[src/rtl/sgd_pkg.sv]
package sgd_pkg;

    localparam int unsigned ADDR_W   = 32;
    localparam int unsigned WORD_W   = 32;
    localparam int unsigned CHUNK_W  = 17;
    localparam logic [CHUNK_W-1:0] WINDOW = 17'h10000;
    localparam logic [WORD_W-1:0]  HALF_WINDOW = 32'h0000_8000;
    localparam int unsigned EOT_BIT  = 31;

    typedef enum logic [2:0] {
        ST_IDLE,
        ST_WAIT,
        ST_ADDR,
        ST_CNT,
        ST_ADDR2,
        ST_CNT2,
        ST_FIN,
        ST_DRAIN
    } seg_state_e;

    typedef struct packed {
        logic [CHUNK_W-1:0] len;
        logic               split;
        logic [WORD_W-1:0]  word;
    } chunk_t;

    typedef struct packed {
        logic done;
        logic fail;
        logic empty;
        logic align_err;
    } result_flags_t;

    function automatic logic misaligned(input logic alt,
                                        input logic [1:0] addr_lo,
                                        input logic [1:0] len_lo);
        if (alt)
            return (|addr_lo) | (|len_lo);
        return addr_lo[0] | len_lo[0];
    endfunction

    function automatic logic [WORD_W-1:0] std_word(input logic [15:0] len_lo);
        return {16'd0, len_lo};
    endfunction

    function automatic logic [WORD_W-1:0] alt_word(input logic [14:0] words);
        return {1'b0, words - 15'd1, 16'd0};
    endfunction

endpackage

[src/rtl/sgd_chunker.sv]
module sgd_chunker
    import sgd_pkg::*;
#(
    parameter int unsigned LEN_W = 32
) (
    input  logic             alt,
    input  logic [15:0]      addr_lo,
    input  logic [LEN_W-1:0] rem,
    output chunk_t           chunk
);

    logic [CHUNK_W-1:0] to_bound;
    logic [CHUNK_W-1:0] len;

    always_comb begin
        to_bound = WINDOW - {1'b0, addr_lo};
        if (rem < LEN_W'(to_bound))
            len = rem[CHUNK_W-1:0];
        else
            len = to_bound;
        chunk.len   = len;
        chunk.split = !alt && (len[15:0] == 16'd0);
        chunk.word  = alt ? alt_word(len[16:2]) : std_word(len[15:0]);
    end

endmodule

[src/rtl/sgd_ctrl.sv]
module sgd_ctrl
    import sgd_pkg::*;
#(
    parameter int unsigned LEN_W       = 32,
    parameter int unsigned MAX_ENTRIES = 8,
    parameter int unsigned IDX_W       = 4,
    parameter int unsigned CNT_W       = 4
) (
    input  logic              clk,
    input  logic              rst,
    input  logic              start,
    input  logic              alt_mode,
    input  logic              seg_valid,
    output logic              seg_ready,
    input  logic [ADDR_W-1:0] seg_addr,
    input  logic [LEN_W-1:0]  seg_len,
    input  logic              seg_last,
    input  chunk_t            chunk,
    output logic              alt_q,
    output logic [ADDR_W-1:0] cur_addr,
    output logic [LEN_W-1:0]  rem,
    output logic              wr_en,
    output logic [IDX_W-1:0]  wr_idx,
    output logic [WORD_W-1:0] wr_data,
    output result_flags_t     flags,
    output logic [CNT_W-1:0]  count
);

    localparam logic [CNT_W-1:0] LIMIT = CNT_W'(MAX_ENTRIES);

    seg_state_e         state;
    chunk_t             chunk_q;
    logic               cur_last;
    logic [CNT_W-1:0]   n_q;
    logic [IDX_W-1:0]   last_idx;
    logic [WORD_W-1:0]  last_word;
    logic               seg_end;
    logic [IDX_W-1:0]   addr_slot;
    logic [IDX_W-1:0]   cnt_slot;

    assign seg_end   = (rem == LEN_W'(chunk_q.len));
    assign addr_slot = IDX_W'({n_q, 1'b0});
    assign cnt_slot  = IDX_W'({n_q, 1'b1});
    assign seg_ready = (state == ST_WAIT) || (state == ST_DRAIN);

    always_comb begin
        wr_en   = 1'b0;
        wr_idx  = '0;
        wr_data = '0;
        unique case (state)
            ST_ADDR: if (n_q != LIMIT) begin
                wr_en   = 1'b1;
                wr_idx  = addr_slot;
                wr_data = cur_addr;
            end
            ST_CNT: begin
                wr_en   = 1'b1;
                wr_idx  = cnt_slot;
                wr_data = chunk_q.split ? HALF_WINDOW : chunk_q.word;
            end
            ST_ADDR2: if (n_q != LIMIT) begin
                wr_en   = 1'b1;
                wr_idx  = addr_slot;
                wr_data = cur_addr + HALF_WINDOW;
            end
            ST_CNT2: begin
                wr_en   = 1'b1;
                wr_idx  = cnt_slot;
                wr_data = HALF_WINDOW;
            end
            ST_FIN: if (n_q != '0 && !alt_q) begin
                wr_en   = 1'b1;
                wr_idx  = last_idx;
                wr_data = last_word | (WORD_W'(1) << EOT_BIT);
            end
            default: ;
        endcase
    end

    always_ff @(posedge clk) begin
        if (rst) begin
            state     <= ST_IDLE;
            alt_q     <= 1'b0;
            cur_addr  <= '0;
            rem       <= '0;
            cur_last  <= 1'b0;
            chunk_q   <= '0;
            n_q       <= '0;
            last_idx  <= '0;
            last_word <= '0;
            flags     <= '0;
            count     <= '0;
        end else begin
            unique case (state)
                ST_IDLE: if (start) begin
                    alt_q <= alt_mode;
                    n_q   <= '0;
                    flags <= '0;
                    count <= '0;
                    state <= ST_WAIT;
                end
                ST_WAIT: if (seg_valid) begin
                    cur_addr <= seg_addr;
                    rem      <= seg_len;
                    cur_last <= seg_last;
                    if (misaligned(alt_q, seg_addr[1:0], seg_len[1:0])) begin
                        flags.fail      <= 1'b1;
                        flags.align_err <= 1'b1;
                        if (seg_last) begin
                            flags.done <= 1'b1;
                            state      <= ST_IDLE;
                        end else begin
                            state <= ST_DRAIN;
                        end
                    end else if (seg_len == '0) begin
                        state <= seg_last ? ST_FIN : ST_WAIT;
                    end else begin
                        state <= ST_ADDR;
                    end
                end
                ST_ADDR, ST_ADDR2: begin
                    if (n_q == LIMIT) begin
                        flags.fail <= 1'b1;
                        if (cur_last) begin
                            flags.done <= 1'b1;
                            state      <= ST_IDLE;
                        end else begin
                            state <= ST_DRAIN;
                        end
                    end else if (state == ST_ADDR) begin
                        chunk_q <= chunk;
                        state   <= ST_CNT;
                    end else begin
                        state <= ST_CNT2;
                    end
                end
                ST_CNT, ST_CNT2: begin
                    n_q       <= n_q + 1'b1;
                    last_idx  <= cnt_slot;
                    last_word <= wr_data;
                    if (state == ST_CNT && chunk_q.split) begin
                        state <= ST_ADDR2;
                    end else begin
                        cur_addr <= cur_addr + ADDR_W'(chunk_q.len);
                        rem      <= rem - LEN_W'(chunk_q.len);
                        if (!seg_end)
                            state <= ST_ADDR;
                        else
                            state <= cur_last ? ST_FIN : ST_WAIT;
                    end
                end
                ST_FIN: begin
                    flags.done  <= 1'b1;
                    flags.empty <= (n_q == '0);
                    count       <= n_q;
                    state       <= ST_IDLE;
                end
                ST_DRAIN: if (seg_valid && seg_last) begin
                    flags.done <= 1'b1;
                    state      <= ST_IDLE;
                end
                default: state <= ST_IDLE;
            endcase
        end
    end

    // a region being described never runs past the 64 KiB window it starts in
    p_chunk_bound_r2: assert property (@(posedge clk) disable iff (rst)
        (state == ST_CNT) |->
            (({2'b0, cur_addr[15:0]} + {1'b0, chunk_q.len}) <= 18'h10000)
            && (chunk_q.len != '0));

    // every write lands inside the descriptor table
    p_idx_range_r1: assert property (@(posedge clk) disable iff (rst)
        wr_en |-> (int'(wr_idx) < 2 * MAX_ENTRIES));

    // an abandoned table reports no descriptors
    p_fail_count_zero_r6: assert property (@(posedge clk) disable iff (rst)
        flags.fail |-> (count == '0));

    // finished results stay put until a new start
    p_done_hold_r10: assert property (@(posedge clk) disable iff (rst)
        (flags.done && !start) |=> (flags.done && $stable(count) && $stable(flags)));

    // taking a fragment and writing a descriptor never share a cycle
    p_ready_no_write_r11: assert property (@(posedge clk) disable iff (rst)
        seg_ready |-> !wr_en);

endmodule

[src/rtl/sgd_segmenter.sv]
module sgd_segmenter
    import sgd_pkg::*;
#(
    parameter int unsigned LEN_W       = 32,
    parameter int unsigned MAX_ENTRIES = 8,
    localparam int unsigned IDX_W      = $clog2(2 * MAX_ENTRIES),
    localparam int unsigned CNT_W      = $clog2(MAX_ENTRIES + 1)
) (
    input  logic              clk,
    input  logic              rst,
    input  logic              start,
    input  logic              alt_mode,
    input  logic              seg_valid,
    output logic              seg_ready,
    input  logic [31:0]       seg_addr,
    input  logic [LEN_W-1:0]  seg_len,
    input  logic              seg_last,
    output logic              wr_en,
    output logic [IDX_W-1:0]  wr_idx,
    output logic [31:0]       wr_data,
    output logic              done,
    output logic              fail,
    output logic              empty,
    output logic              align_err,
    output logic [CNT_W-1:0]  count
);

    chunk_t            chunk;
    logic              alt_q;
    logic [31:0]       cur_addr;
    logic [LEN_W-1:0]  rem;
    result_flags_t     flags;

    sgd_chunker #(
        .LEN_W (LEN_W)
    ) u_chunker (
        .alt     (alt_q),
        .addr_lo (cur_addr[15:0]),
        .rem     (rem),
        .chunk   (chunk)
    );

    sgd_ctrl #(
        .LEN_W       (LEN_W),
        .MAX_ENTRIES (MAX_ENTRIES),
        .IDX_W       (IDX_W),
        .CNT_W       (CNT_W)
    ) u_ctrl (
        .clk       (clk),
        .rst       (rst),
        .start     (start),
        .alt_mode  (alt_mode),
        .seg_valid (seg_valid),
        .seg_ready (seg_ready),
        .seg_addr  (seg_addr),
        .seg_len   (seg_len),
        .seg_last  (seg_last),
        .chunk     (chunk),
        .alt_q     (alt_q),
        .cur_addr  (cur_addr),
        .rem       (rem),
        .wr_en     (wr_en),
        .wr_idx    (wr_idx),
        .wr_data   (wr_data),
        .flags     (flags),
        .count     (count)
    );

    assign done      = flags.done;
    assign fail      = flags.fail;
    assign empty     = flags.empty;
    assign align_err = flags.align_err;

endmodule

[config.mk]
export PLATFORM = sky130hd
export DESIGN_NAME = sgd_segmenter
export DESIGN_NICKNAME = d
export VERILOG_FILES = /design/src/rtl/sgd_pkg.sv /design/src/rtl/sgd_chunker.sv /design/src/rtl/sgd_ctrl.sv /design/src/rtl/sgd_segmenter.sv
export SDC_FILE = /design/constraint.sdc
export NUM_CORES = 1
export LEC_CHECK = 0
export ABC_AREA = 1
export CELL_PAD_IN_SITES_DETAIL_PLACEMENT = 1
export CELL_PAD_IN_SITES_GLOBAL_PLACEMENT = 2
export CORE_MARGIN = 3
export CORE_UTILIZATION = 34
export CTS_CLUSTER_SIZE = 10
export DETAILED_ROUTE_END_ITERATION = 10
export GPL_TIMING_DRIVEN = 1
export PLACE_DENSITY = 0.89
export SETUP_SLACK_MARGIN = 0.1
export SLEW_MARGIN = 20
export SYNTH_ARGS = -nofsm -noshare
export SYNTH_HDL_FRONTEND = slang
export SYNTH_SLANG_ARGS = --single-unit
[constraint.sdc]
create_clock -name clk -period 5.2 [get_ports clk]
set_clock_uncertainty 0.15 [all_clocks]
set_input_delay 1.04 -clock clk [delete_from_list [all_inputs] [get_ports clk]]
set_output_delay 1.04 -clock clk [all_outputs]
set_load 0.05 [all_outputs]
==> results of run 1 <==
state kept, by name (all words and copies together), names as in the netlist:
name,flops
u_ctrl.count,4
u_ctrl.alt_q,1
u_ctrl.last_word,31
u_ctrl.cur_last,1
u_ctrl.flags,4
u_ctrl.last_idx,4
u_ctrl.cur_addr,32
u_ctrl.chunk_q,49
u_ctrl.rem,32
u_ctrl.n_q,4
u_ctrl.state,3
worst register-to-register path, cell delays in order, from the launching register on:
cell and delay (ps):
dfxtp_1 370, inv_2 140, ha_1 220, nand3_1 150
nor2_2 180, nand3_1 160, inv_1 130, nand3_2 100
o21ai_0 180, nand2_1 100, ha_1 280, nand2_1 60
inv_1 50, nand3_1 70, nor3_1 160, nand2_1 90
nand2_2 80, nand2_4 130, nand2_2 390, nand2_1 160
nand2_2 130, ha_1 220, nand3_1 160, nor2_2 190
nand4_1 130, nand3_1 130, a21oi_1 70
report_power, final:
part	internal (mW)	total, mW	switching, mW
clock network	0.730	1.32	0.594
registers	1.51	1.85	0.335
logic	1.66	5.39	3.74
total	3.90	8.56	4.66
cells in the final DEF, fill, tap and decap left out, types with 6 or more instances in the layout:
master	Yosys	layout
clkbuf_16	0	17
o221ai_1	6	6
a211oi_1	7	7
nand3b_1	10	10
nor3_1	24	24
buf_4	0	25
nor2_2	11	12
nand3_2	6	6
nand2_1	426	426
inv_1	183	182
nand2_4	6	6
xor2_1	12	12
o2111ai_1	9	9
xnor2_1	24	24
nor4_1	17	15
nand2_2	18	18
a21oi_1	227	227
dfxtp_1	165	165
clkdlybuf4s50_1	0	103
a31oi_1	9	9
nor2_1	153	151
ha_1	55	55
nand3_1	90	90
a221oi_1	8	8
inv_2	9	10
nand4_1	21	21
o21ai_1	7	7
o21ai_0	99	99
o211ai_1	35	35
final cells by class:
class                      count  area, um2  share of cell area
clock buffer                  20        447              0.0332
clock inverter                12        140              0.0104
inverter                     195        732              0.0545
multi-input combinational   1323       7050               0.524
sequential                   165       3300               0.246
tap                          442        553              0.0412
timing repair buffer         128       1220              0.0907
metal layers:
metal  global-route usage  vias up
met2                0.422      227
met5                    0        -
met4               0.0725        0
li1                     -     6013
met1                0.319     5887
met3               0.0378       46
cells by family (layout without fill, tap and decap cells):
logic type	count (synthesis)	in the layout	share of synthesized area
simple gates	798	798	0.311
compound gates	431	431	0.213
buf+inv	266	355	0.0919
flops	165	165	0.290
fa+ha+maj	57	57	0.0640
xor+xnor	37	37	0.0292
worst paths after layout:
| check | start | to | slack, ps | depth (start not counted) |
|---|---|---|---|---|
| max | u_ctrl.state[2] | wr_data[31] | 500 | 9 |
| min | u_ctrl.flags[1] | u_ctrl.flags[1] | 310 | 2 |
| max reg2reg | u_ctrl.cur_addr[0] | u_ctrl.chunk_q[30] | 690 | 26 |
| min reg2reg | u_ctrl.flags[1] | u_ctrl.flags[1] | 310 | 2 |
per-stage QoR:
step | hold WS, ps | instances | setup slack (ps)
after floorplan | 280 | 1754 | 1410
after global placement | 302 | 2253 | 1030
after detailed placement | 304 | 2253 | 858
after CTS | 317 | 2285 | 363
after global routing | 335 | 2285 | 276
final | 311 | 2285 | 498
==> flow_summary.yaml, run 1 <==
detailed_routing:
  route.met3.wl_um: 1540
  first_pass_iters: 5
  vias: 12200
  postRouteAntennaNets: 0
  avgViaCountPerCell: 5.33
  drt_iter0_markers: 751
  wl_met1_um: 20200
  drt_wl_total_um: 44200
  wl_per_cell_um: 19.3
  wl_met2_um: 21300
  dr.max_layer_used: "met4"
  drc: 0
grt:
  grt_pass1_vias: 12400
  grt_usage: 0.246
  antenna_found_initial: 0
  grt_pass1_wl_um: 69300
  grt_max_degree: 73
  grt_overflow: 0
clocking:
  clockBufferDepth: 2
  cts_made_buffers: 17
  clk_pin_slew_worst_paths_ps: 80
  cts_resized: 0
  cts_tree: "yes"
  cts_setup_buffers: 0
  cts.sinks: 165
  cts_max_level: 4
  clk_latency_ps: 460
  ctsHoldBuffers: 0
  root_buffer: "clkbuf_16"
synthesis:
  synthArstFlopShare: 0
  synth-seq-area-share: 0.290
  synth_area_um2: 11400
  synth_commonest_cells: "nand2_1, a21oi_1, inv_1"
  ys_ff_latch: 165
  yosysMostFrequentCell: "nand2_1"
  yosys_warnings: 0
  synth.area.top_cells: "dfxtp_1, nand2_1, a21oi_1, ha_1, inv_1"
  ys.flop_type: "dfxtp_1"
  synth_edf_count: 0
  synth_fp_nets: 1881
  syn_inst: 1754
  avgSynthCellArea_um2: 6.48
  synth_top_area_cell: "dfxtp_1"
  synthDistinctLibCells: 53
  synth_top_area_share: 0.290
power:
  vdd_drop_max_uv: 302
  total_power_mw: 8.56
  leakagePower_nw: 5.24
  power_density_nw_per_um2: 637
place:
  io_buffers: 115
  place.gp.congestion: 0.941
  postPlaceCellArea_um2: 12800
  dp_hpwl_um: 34200
floorplanning:
  core_um2: 32800
  die_area_um2: 35700
  initial_core_util: 0.347
  die_y_um: 189
  die_x_um: 189
  ios: 116
  rows: 66
sta:
  finalSetupTns_ps: 0
  worstMarginPinSlew_ps: 901
  max_slew_margin: 0.399
  timing.fmax_ghz: 0.213
  fin_crit_ps: 4700
  final_max_slew_viol_count: 0
  rsz0062_at_grt: "false"
  period_share: 0.904
  finalSetupViolCount: 0
  finalHoldViolCount: 0
setup_path:
  cp-start-kind: "register"
  cp.required_ps: 4010
  worstPathArrival_ps: 3510
  path_class: "reg -> out"
  crit_fanout: 34
  crit_slowest_cell: "clkdlybuf4s50_1"
  worstPathCellList: "nand2_1, nor2_1, inv_1, or2_2, nor2_2, buf_4, inv_1, o221ai_1, clkdlybuf4s50_1"
  cp-end-kind: "output pin"
  critPathBufInv: 4
  critical-path-top-delay-family: "buffers and inverters"
  cpPeakStageDelay_ps: 860
  crit_top_cell: "inv_1"
final_layout:
  final_area_um2: 13400
  postLayoutCoreUtil: 0.410
  fillers: 4305
  insertedDiodeCount: 0
  fin_nets: 1957
  areaGrowthSynthToFinish_pct: 18.2
  drive_above_1_share: 0.0684
status:
  outcome: "completed"
flow_run:
  max-cap-violations: 0
hold_path:
  min_path_type: "reg -> reg"
(Power assumes the default switching activity.)
==> inputs of run 2 (changes only) <==
- CTS_CLUSTER_DIAMETER: unset -> 200
==> results of run 2 <==
Same layout as run 1: the final DEF is identical, and so are final timing and power.
==> inputs of run 3 (changes only) <==
- ABC_AREA: 1 -> unset
- CORE_UTILIZATION: 34 -> 36
==> run 3 against run 2 <==
  * Non-clock buffer count rose by 32
  * Highest routed layer unchanged
  * Fmax is 3.3% lower
  * Sequential power is 25% lower
  * Global-route usage rose by 1.5 points
  * First-iteration DRC count increased by 42%
  * Largest cell class unchanged
  * Setup slack got worse by 160 ps
  * Synthesized area down 2.3%
  * Via count decreased by 1.3%
  * Clock power is 5% lower
==> flow_summary.yaml, run 3 <==
status:
  outcome: "completed"
clocking:
  root_buffer: "clkbuf_16"
  clk_pin_slew_worst_paths_ps: 80
  cts_tree: "yes"
  cts_setup_buffers: 0
  ctsHoldBuffers: 0
  cts.sinks: 165
  clockBufferDepth: 2
  cts_made_buffers: 17
  cts_resized: 0
  cts_max_level: 4
  clk_latency_ps: 470
sta:
  worstMarginPinSlew_ps: 1040
  finalSetupViolCount: 0
  finalHoldViolCount: 0
  rsz0062_at_grt: "true"
  fin_crit_ps: 4860
  hold_ws_ps: 307
  max_slew_margin: 0.307
  final_max_slew_viol_count: 0
  timing.fmax_ghz: 0.206
  finalSetupTns_ps: 0
  period_share: 0.935
floorplanning:
  die_y_um: 182
  initial_core_util: 0.370
  core_um2: 30000
  ios: 116
  die_x_um: 182
  rows: 63
  die_area_um2: 33000
grt:
  antenna_found_initial: 0
  grt_usage: 0.260
  grt_pass1_vias: 11800
  grt_pass1_wl_um: 68700
  grt_overflow: 0
  grt_max_degree: 73
detailed_routing:
  drt_wl_total_um: 44100
  vias: 12000
  first_pass_iters: 5
  postRouteAntennaNets: 0
  drt_iter0_markers: 1066
  wl_per_cell_um: 22.6
  avgViaCountPerCell: 6.15
  drc: 0
setup_path:
  cp.required_ps: 5410
  worstPathArrival_ps: 5080
  cp-start-kind: "register"
  path_class: "reg -> reg"
  cp-end-kind: "register"
  crit_fanout: 6
synthesis:
  ys_ff_latch: 165
  synthXorXnorAreaFrac: 0.0331
  synthArstFlopShare: 0
  avgSynthCellArea_um2: 7.52
  yosysMostFrequentCell: "dfxtp_1"
  synth_area_um2: 11100
  synth_fa_ha_area_frac: 0.0655
  synthDistinctLibCells: 71
  synth_top_area_cell: "dfxtp_1"
  syn_inst: 1477
  synth_top_family_by_area: "compound AO/OA/AOI/OAI gates"
  ys.flop_type: "dfxtp_1"
  yosys_warnings: 0
  synth_compound_area_frac: 0.280
  synth_fp_nets: 1604
  synth-simple-area-share: 0.232
  synthMuxAreaShare: 0.0290
  synth-seq-area-share: 0.297
  synth.area.top_cells: "dfxtp_1, ha_1, o21ai_0, nand2_1, nor2_1"
  synth_top_area_share: 0.297
  synth_edf_count: 0
  synth_commonest_cells: "dfxtp_1, nand2_1, nor2_1"
final_layout:
  fillers: 3680
  layout_common_cells: "dfxtp_1, nand2_1, nor2_1"
  ff_latch_area_um2: 3300
  areaGrowthSynthToFinish_pct: 20.2
  drive_above_1_share: 0.0761
  largest-register: "u_ctrl.chunk_q"
  fin_nets: 1677
  postLayoutCoreUtil: 0.445
  largest_register_ffs: 49
  mostFrequentLayoutCell: "dfxtp_1"
  multi_input_area_um2: 7200
  insertedDiodeCount: 0
  stdcell_count: 1953
  top_regs: "u_ctrl.chunk_q x49, u_ctrl.cur_addr x32, u_ctrl.rem x32"
hold_path:
  min_path_type: "reg -> reg"
place:
  dp.cells: 1921
  place.gp.congestion: 0.910
  dp_hpwl_um: 32300
  io_buffers: 115
power:
  power_density_nw_per_um2: 283
  vdd_drop_max_uv: 258
  total_power_mw: 3.79
  leakagePower_nw: 5.11
flow_run:
  max-cap-violations: 0
## run 3: cell type report
class                           instances  share of cell area
Clock inverter                         15              0.0102
Tap cell                              390              0.0365
Timing Repair Buffer                  160               0.113
Multi-Input combinational cell       1128               0.539
Sequential cell                       165               0.247
Inverter                               78              0.0219
Clock buffer                           17              0.0318
## run 3: power breakdown
group / switching [mW] / internal [mW] / leakage (nW)
combinational: 0.708 / 0.444 / 3.50
sequential: 0.0713 / 1.31 / 1.34
clock: 0.626 / 0.633 / 0.270
total: 1.41 / 2.38 / 5.11
## run 3: critical path: stages (launching register included)
cell and delay (ps):
dfxtp_1 370, inv_1 150, ha_1 210, or4b_2 620
nor4_2 320, xor2_1 170, ha_1 320, nand4_1 150
nor3_2 260, a311oi_2 150, a21oi_4 280, mux2_2 250
ha_2 250, nand4_1 140, mux2i_4 240, nand2_2 100
or3_1 380, a32o_1 250
## run 3: cells by family after synthesis
kind of cell / after synthesis
buffers and inverters: 184
AO/OA/AOI/OAI: 468
multiplexers: 30
flip-flops: 165
XOR/XNOR: 42
adder cells (fa/ha/maj): 57
AND/OR/NAND/NOR: 531
## run 3: path summary, 6_finish.rpt
path	depth (start not counted)	end	from	slack (ps)
max reg2reg	17	u_ctrl.chunk_q[26]	u_ctrl.cur_addr[1]	340
min	2	u_ctrl.last_idx[2]	u_ctrl.last_idx[2]	310
max	17	u_ctrl.chunk_q[26]	u_ctrl.cur_addr[1]	340
min reg2reg	2	u_ctrl.last_idx[2]	u_ctrl.last_idx[2]	310
## run 3: layer usage
metal | up-vias | GRT usage | part of all wire
li1 | 5640 | - | -
met1 | 5972 | 0.382 | 0.48
met2 | 358 | 0.396 | 0.44
met3 | 43 | 0.0401 | 0.054
met4 | 0 | 0.0719 | 0.021
met5 | - | 0 | 0
## run 3: stage by stage
stage               area [um2]  setup slack [ps]
finish                   13400               336
global route             13400              81.9
CTS                      13300               172
detailed placement       12800               156
global placement         12800               287
floorplan                11100               170
